==> src/rtl/acc_alu_pkg.sv <==
package acc_alu_pkg;
  localparam int unsigned OP_W = 3;

  typedef enum logic [OP_W-1:0] {
    OP_ADD  = 3'd0,
    OP_ADDC = 3'd1,
    OP_AND  = 3'd2,
    OP_CLR  = 3'd3,
    OP_CPL  = 3'd4,
    OP_INC  = 3'd5,
    OP_DEC  = 3'd6,
    OP_DADJ = 3'd7
  } alu_op_e;

  typedef struct packed {
    logic c;
    logic ac;
    logic ov;
  } flag3_t;
endpackage

==> src/rtl/acc_alu_adder.sv <==
module acc_alu_adder #(
  parameter int unsigned W = 8
) (
  input  logic [W-1:0] a_i,
  input  logic [W-1:0] b_i,
  input  logic         cin_i,
  output logic [W-1:0] sum_o,
  output logic         c_o,
  output logic         ac_o,
  output logic         ov_o
);
  localparam int unsigned H = W / 2;

  logic [W:0]   full_s;
  logic [W-1:0] low_s;   // sum of the low W-1 bits, MSB = carry into top bit
  logic [H:0]   nib_s;

  assign full_s = {1'b0, a_i} + {1'b0, b_i} + {{W{1'b0}}, cin_i};
  assign low_s  = {1'b0, a_i[W-2:0]} + {1'b0, b_i[W-2:0]} + {{(W-1){1'b0}}, cin_i};
  assign nib_s  = {1'b0, a_i[H-1:0]} + {1'b0, b_i[H-1:0]} + {{H{1'b0}}, cin_i};

  assign sum_o = full_s[W-1:0];
  assign c_o   = full_s[W];
  assign ac_o  = nib_s[H];
  assign ov_o  = full_s[W] ^ low_s[W-1];
endmodule

==> src/rtl/acc_alu_decadj.sv <==
module acc_alu_decadj #(
  parameter int unsigned W = 8
) (
  input  logic [W-1:0] a_i,
  input  logic         c_i,
  input  logic         ac_i,
  output logic [W-1:0] res_o,
  output logic         c_o
);
  localparam int unsigned H = W / 2;
  localparam logic [H-1:0]  NIB_MAX = H'(9);
  localparam logic [W:0]    LO_ADJ  = (W+1)'(6);
  localparam logic [W:0]    HI_ADJ  = (W+1)'(6) << H;

  logic       lo_fix, hi_fix;
  logic [W:0] step1, step2;

  always_comb begin
    lo_fix = (a_i[H-1:0] > NIB_MAX) || ac_i;
    step1  = {1'b0, a_i} + (lo_fix ? LO_ADJ : '0);
    hi_fix = (step1[W-1:H] > NIB_MAX) || c_i || step1[W];
    step2  = {1'b0, step1[W-1:0]} + (hi_fix ? HI_ADJ : '0);
  end

  assign res_o = step2[W-1:0];
  assign c_o   = c_i | step1[W] | step2[W];
endmodule

==> src/rtl/acc_alu_unary.sv <==
module acc_alu_unary
  import acc_alu_pkg::*;
#(
  parameter int unsigned W = 8
) (
  input  alu_op_e      op_i,
  input  logic [W-1:0] a_i,
  input  logic [W-1:0] b_i,
  output logic [W-1:0] res_o
);
  always_comb begin
    unique case (op_i)
      OP_AND:  res_o = a_i & b_i;
      OP_CLR:  res_o = '0;
      OP_CPL:  res_o = ~a_i;
      OP_INC:  res_o = a_i + W'(1);
      OP_DEC:  res_o = a_i - W'(1);
      default: res_o = a_i;
    endcase
  end
endmodule

==> src/rtl/acc_alu8.sv <==
module acc_alu8
  import acc_alu_pkg::*;
#(
  parameter int unsigned W = 8
) (
  input  logic         clk,
  input  logic         rst,
  input  logic [2:0]   op_i,
  input  logic [W-1:0] acc_i,
  input  logic [W-1:0] opnd_i,
  input  logic         c_i,
  input  logic         ac_i,
  output logic [W-1:0] res_o,
  output logic         c_o,
  output logic         ac_o,
  output logic         ov_o,
  output logic         we_c_o,
  output logic         we_ac_o,
  output logic         we_ov_o
);
  alu_op_e      op_e;
  logic [W-1:0] add_sum, da_res, un_res, res_n;
  logic         add_c, add_ac, add_ov, add_cin, da_c;
  flag3_t       flg_n, we_n;

  assign op_e    = alu_op_e'(op_i);
  assign add_cin = (op_e == OP_ADDC) && c_i;

  acc_alu_adder #(.W(W)) adder_i (
    .a_i(acc_i), .b_i(opnd_i), .cin_i(add_cin),
    .sum_o(add_sum), .c_o(add_c), .ac_o(add_ac), .ov_o(add_ov)
  );

  acc_alu_decadj #(.W(W)) decadj_i (
    .a_i(acc_i), .c_i(c_i), .ac_i(ac_i), .res_o(da_res), .c_o(da_c)
  );

  acc_alu_unary #(.W(W)) unary_i (
    .op_i(op_e), .a_i(acc_i), .b_i(opnd_i), .res_o(un_res)
  );

  always_comb begin
    flg_n = '{c: c_i, ac: ac_i, ov: 1'b0};
    we_n  = '0;
    res_n = un_res;
    unique case (op_e)
      OP_ADD, OP_ADDC: begin
        res_n = add_sum;
        flg_n = '{c: add_c, ac: add_ac, ov: add_ov};
        we_n  = '{c: 1'b1, ac: 1'b1, ov: 1'b1};
      end
      OP_DADJ: begin
        res_n   = da_res;
        flg_n.c = da_c;
        we_n.c  = 1'b1;
      end
      default: ;
    endcase
  end

  always_ff @(posedge clk) begin
    if (rst) begin
      res_o   <= '0;
      c_o     <= 1'b0;
      ac_o    <= 1'b0;
      ov_o    <= 1'b0;
      we_c_o  <= 1'b0;
      we_ac_o <= 1'b0;
      we_ov_o <= 1'b0;
    end else begin
      res_o   <= res_n;
      c_o     <= flg_n.c;
      ac_o    <= flg_n.ac;
      ov_o    <= flg_n.ov;
      we_c_o  <= we_n.c;
      we_ac_o <= we_n.ac;
      we_ov_o <= we_n.ov;
    end
  end

  AST_ADD_WRITES_ALL: assert property (@(posedge clk) disable iff (rst)
    (op_i == 3'd0 || op_i == 3'd1) |=> (we_c_o && we_ac_o && we_ov_o));
  AST_BYTE_OPS_NO_FLAGS: assert property (@(posedge clk) disable iff (rst)
    (op_i >= 3'd2 && op_i <= 3'd6) |=> (!we_c_o && !we_ac_o && !we_ov_o));
  AST_DA_C_STICKY: assert property (@(posedge clk) disable iff (rst)
    (op_i == 3'd7 && c_i) |=> c_o);
  AST_DA_ONLY_C: assert property (@(posedge clk) disable iff (rst)
    (op_i == 3'd7) |=> (we_c_o && !we_ac_o && !we_ov_o));
  AST_CLR_ZERO: assert property (@(posedge clk) disable iff (rst)
    (op_i == 3'd3) |=> (res_o == '0));
  AST_INC_WRAP: assert property (@(posedge clk) disable iff (rst)
    (op_i == 3'd5 && acc_i == '1) |=> (res_o == '0));
  AST_DEC_WRAP: assert property (@(posedge clk) disable iff (rst)
    (op_i == 3'd6 && acc_i == '0) |=> (res_o == '1));
  AST_KEEP_C: assert property (@(posedge clk) disable iff (rst)
    (op_i >= 3'd2 && op_i <= 3'd6) |=> (c_o == $past(c_i) && !ov_o));
endmodule

==> config.mk <==
export PLATFORM = sky130hd
export DESIGN_NAME = acc_alu8
export DESIGN_NICKNAME = d
export VERILOG_FILES = /design/src/rtl/acc_alu_pkg.sv /design/src/rtl/acc_alu_adder.sv /design/src/rtl/acc_alu_decadj.sv /design/src/rtl/acc_alu_unary.sv /design/src/rtl/acc_alu8.sv
export SDC_FILE = /design/constraint.sdc
export NUM_CORES = 1
export LEC_CHECK = 0
export CAP_MARGIN = 10
export CORE_MARGIN = 2
export CORE_UTILIZATION = 42
export CTS_BUF_LIST = sky130_fd_sc_hd__clkbuf_4 sky130_fd_sc_hd__clkbuf_8 sky130_fd_sc_hd__clkbuf_16
export CTS_CLUSTER_DIAMETER = 50
export DETAILED_ROUTE_END_ITERATION = 10
export DONT_BUFFER_PORTS = 1
export GPL_TIMING_DRIVEN = 0
export PLACE_DENSITY_LB_ADDON = 0.15
export SLEW_MARGIN = 20
export SYNTH_ARGS = -nofsm -noshare
export SYNTH_HDL_FRONTEND = slang
export SYNTH_HIERARCHICAL = 1
export SYNTH_SLANG_ARGS = --single-unit
==> constraint.sdc <==
create_clock -name clk -period 7.8 [get_ports clk]
set_clock_uncertainty 0.05 [all_clocks]
set_input_delay 0.78 -clock clk [delete_from_list [all_inputs] [get_ports clk]]
set_output_delay 0.78 -clock clk [all_outputs]
set_load 0.01 [all_outputs]
# After elaboration in Yosys (flattened, before gate mapping)
# Index checks and enable logic that the tools add are counted.
[op_classes]
addsub = 10
order_cmp = 2
n_eq_ne = 7
mux = 8
bitwise = 6
reduce_logical = 8
[ops]
columns = ["cell", "count"]
rows = [
  ["$pmux W8 S5", 1],
  ["$add A8 B9 Y9", 2],
  ["$pmux W8 S2", 1],
  ["$eq A3 B3 Y1 const B", 4],
  ["$add A8 B8 Y9", 1],
  ["$add A9 B1 Y9", 1],
  ["$add A7 B7 Y8", 1],
  ["$add A8 B1 Y8", 1],
  ["$add A8 B1 Y8 const B", 1],
  ["$and A8 B8 Y8", 1],
  ["$gt A4 B4 Y1 const B", 2],
  ["$not A8 Y8", 1],
  ["$sub A8 B1 Y8 const B", 1],
  ["$mux W7", 1],
  ["$eq A3 B2 Y1 const B", 2],
  ["$add A4 B4 Y5", 1],
  ["$add A5 B1 Y5", 1],
  ["$mux W2", 2],
  ["$reduce_or A2 Y1", 2],
  ["$eq A3 B1 Y1 const B", 1],
  ["$logic_not A3 Y1", 1],
  ["$logic_or A1 B1 Y1", 3],
  ["$mux W3", 1],
  ["$reduce_or A3 Y1", 1],
  ["6 further kinds", 7],
]
[word_totals]
reg_bits = 14
input_bits = 23
out_inout_bits = 14
word_cells = 48

# Depth between registers and ports, before layout
[logic_depth]
word_depth = 11
ltp_mapped = 15
depth_no_buf = 15

# Modules after synthesis
# Netlist, hierarchy kept.
[modules_own_cells]
columns = ["mod", "instances", "cells_each", "area_each_um2", "seq_area_each_um2"]
rows = [
  ["acc_alu_unary", 1, 106, 718.2, 0.0],
  ["acc_alu8", 1, 56, 621.8, 260.2],
  ["acc_alu_adder", 1, 43, 377.9, 0.0],
  ["acc_alu_decadj", 1, 47, 367.9, 0.0],
]

# Worst setup path after synthesis
# Ideal clock, no wire load.
[synth_timing]
path_kind = "input port to flip-flop"
startpoint = "in acc_i[2]"
endpoint = "reg res_o[7]"
setup_ps = 66
arrival_ps = 3574
required_time_ps = 7684
setup_slack_ps = 4109
path_stages = 14
path_cell_list = "o21ai_0 -> nand2b_1 -> ha_1 -> fa_1 -> and4_4 -> a41oi_2 -> nand2_1 -> ha_1 -> ha_1 -> or2_2 -> a2bb2oi_1 -> a221oi_2 -> a22oi_2 -> a21oi_2"
[synth_between]
elab_chain_len = 10
elab_cells_between_ends = 15
classes_between = "add/sub (6); order compare (2); mux (4); reduce/logical (3)"
[synth_lines]
columns = ["element", "line_no", "rtl"]
rows = [
  ["from (decl)", "acc_alu8.sv:9", "input logic [W-1:0] acc_i,"],
  ["$gt A4 B4 Y1", "acc_alu_decadj.sv:19", "lo_fix = (a_i[H-1:0] > NIB_MAX) || ac_i;"],
  ["$logic_or A1 B1 Y1", "acc_alu_decadj.sv:19", ""],
  ["$mux W3", "acc_alu_decadj.sv:20", "step1 = {1'b0, a_i} + (lo_fix ? LO_ADJ : '0);"],
  ["$add A8 B9 Y9 *", "acc_alu_decadj.sv:20", ""],
  ["$gt A4 B4 Y1", "acc_alu_decadj.sv:21", "hi_fix = (step1[W-1:H] > NIB_MAX) || c_i || step1[W];"],
  ["$logic_or A1 B1 Y1 (2 in series)", "acc_alu_decadj.sv:21", ""],
  ["$mux W7", "acc_alu_decadj.sv:22", "step2 = {1'b0, step1[W-1:0]} + (hi_fix ? HI_ADJ : '0);"],
  ["$add A8 B9 Y9 *", "acc_alu_decadj.sv:22", ""],
  ["via da_res[7]", "acc_alu8.sv:22", "logic [W-1:0] add_sum, da_res, un_res, res_n;"],
  ["$pmux W8 S2 *", "acc_alu8.sv:46", "unique case (op_e)"],
  ["to (signal assigned)", "acc_alu8.sv:71", "res_o <= res_n;"],
  ["to (decl)", "acc_alu8.sv:13", "output logic [W-1:0] res_o,"],
]
# Mark *: on every way through the listed nets, which the timed path passes. The rest lies on a longest branch.
# A chain may end at the register's enable or synchronous reset.

# Final worst setup path
# Same ends and word-level chain as after synthesis.

==> results.ini <==
[synth]
netlist_area_um2=2086
synth_compound_area_frac=0.3599
yosysWarnings=6
ys_seq_area_frac=0.1248
synth_xor_area_frac=0.05459
synth-adder-area-share=0.1008
postSynthCellCount=252
ys_ff_latch=13
syn_area_per_cell_um2=8.277
synth.area.mux_share=0.01440
synth_top_family_by_area=compound AO/OA/AOI/OAI gates
synth_nets=290
synthFlopType=dfxtp_1
synth_cell_type_count=67
synth-simple-area-share=0.2681
async_flop_share=0
synth-edff-count=0

[sta]
drv_slew=0
period_minus_slack_ns=3.730
maxSlewHeadroom=0.7171
final_hold_viol_count=0
setup_viol_count_final=0
tns_ns=0
post-route-period-util=0.4782
rsz0062_at_grt=false
worstMarginPinSlew_ns=0.4244
fmax_mhz=268.1

[critical_path]
crit_family=adder cells
crit_required_ns=7.92
arrival_ns=3.85
end_kind=flip-flop
critPathBufInv=0
cp_max_fo=7
slowest_stage=fa_1
path_common_cell=ha_1
cp-start-kind=primary input
crit_type=primary input to flip-flop
crit_start=acc_i[2]
worst_path_largest_cell_delay_ns=0.45
crit_chain=o21ai_0 > nand2b_1 > ha_1 > fa_1 > and4_4 > a41oi_2 > nand2_1 > ha_1 > ha_1 > or2_2 > a2bb2oi_1 > a221oi_2 > a22oi_2 > a21oi_2

[clock_tree]
clk_pin_slew_ns=0.05
htree_num_levels=1
cts_hold_buf=0
cts_buffer_depth=2
clkSinkCount=13
post_cts_resized=0
root_buffer=clkbuf_8
cts_setup_buffers=0
cts_tree=built
numCtsBuffers=3

[power]
vdd.ir_drop.worst_uv=62.71
p_leak_nw=0.8045
powerDensity_nw_per_um2=115.2

[floorplan]
dieArea_um2=5546
rows=25
io_pins=37
die_h_um=74.47
core_area_um2=4755
die_w_um=74.47
start_util=0.4387

[global_routing]
grt_pass1_vias=1793
grtUsageTotal=0.2092
grt_start_max_net_pins=15
overflow=0
antenna_found_initial=0
grt_pass1_wl_um=9101

[min_path]
hold_path.class=primary input to flip-flop
worstHoldStart=rst

[placed_design]
dp_hpwl_um=4402
placed_area_um2=2170
port_buffers=0
dp.cells=319
gp_congestion=0.8259

[routing]
drt_pass1_iterations=4
via_per_inst=5.947
via_count=1921
wl_per_cell_um=17.40
drc=0
ant_nets=0
drt_iter0_drc=129
wl_um=5619

[flow_run]
cap_viol_max_count=0

[final_layout]
drive_gt1_frac=0.2500
fin_nets=295
diodes=0
instances_no_fill=323
stdcell_area_um2=2218
area_growth_pct=6.359

[run_status]
status=finished, final reports clean

[Yosys cell counts (all sizes together), types with 7 or more instances]
library cell,number,area (µm²)
nand2,20,75.07
a21oi,19,140.1
buf,18,133.9
o21ai,18,90.08
dfxtp,13,260.3
ha,12,150.1
nor2,12,47.55
nand3b,11,82.58
a22oi,10,120.1
nand3,9,45.04
xnor2,8,70.07
nand2b,7,43.79
o211ai,7,62.56
[cell usage in the layout, fill, tap and decap left out, drive strengths merged, types with 4 or more instances in the layout]
| cell type | count |
|---|---|
| nor3 | 4 |
| nor2b | 6 |
| inv | 5 |
| dfxtp | 13 |
| a211oi | 5 |
| nand2b | 7 |
| ha | 12 |
| a21oi | 19 |
| buf | 18 |
| a22oi | 10 |
| nand3b | 11 |
| xor2 | 5 |
| a31oi | 4 |
| clkbuf | 6 |
| nand2 | 20 |
| o211ai | 7 |
| nand3 | 9 |
| nor2 | 12 |
| o21ai | 18 |
| xnor2 | 8 |
| nand4 | 4 |
[path summary, 6_finish.rpt]
| kind | to | slack, ns | cells past startpoint |
|---|---|---|---|
| max | res_o[7] | 4.07 | 14 |
| min | ac_o | 0.57 | 1 |
[sequential cells by signal (all words and copies together) (netlist names)]
| name | cells |
|---|---|
| we_c_o | 1 |
| ov_o | 1 |
| res_o | 8 |
| ac_o | 1 |
| we_ac_o | 1 |
| c_o | 1 |
[metrics by stage]
| step | utilization | total power, mW | worst slack, ns | hold WS, ns |
|---|---|---|---|---|
| 5_1_grt | 0.4666 | 0.2734 | 3.816 | 0.5537 |
| 3_3_place_gp | 0.4563 | 0.1961 | 3.827 | 0.8033 |
| 2_1_floorplan | - | 0.1761 | 4.109 | 0.7991 |
| 3_5_place_dp | 0.4563 | 0.1968 | 3.822 | 0.8088 |
| 4_1_cts | 0.4666 | 0.2570 | 4.070 | 0.5608 |
| 6_report | 0.4666 | 0.2556 | 4.070 | 0.5656 |
[metal layers]
layer,vias to the layer above,global-route usage,routed length [µm]
met3,2,0.02575,361
li1,967,-,-
met4,0,0.03968,17
met5,-,0,0
met2,53,0.3451,2593
met1,899,0.2944,2646
[where the power goes]
| part | internal (mW) | switching (mW) | total [mW] |
|---|---|---|---|
| Combinational | 0.0534 | 0.0654 | 0.119 |
| Clock | 0.0393 | 0.0204 | 0.0597 |
| Sequential | 0.0724 | 0.00467 | 0.0771 |
| Total | 0.165 | 0.0905 | 0.256 |
[logic make-up (layout without fill, tap and decap cells)]
logic type      Yosys count  count (layout)
simple gates             92              92
compound gates           91              91
buf+inv                  25              29
fa+ha+maj                15              15
xor+xnor                 13              13
flops                    13              13
mux                       3               3
[cell type report]
| class | instances | area, µm² |
|---|---|---|
| clock buffers | 4 | 48.80 |
| well taps | 67 | 83.83 |
| plain buffers | 20 | 142.6 |
| fillers | 510 | 2536 |
| flip-flops and latches | 13 | 260.3 |
| multi-input cells | 214 | 1664 |
| inverters | 5 | 18.77 |
Power figures use the tool's default switching activity.
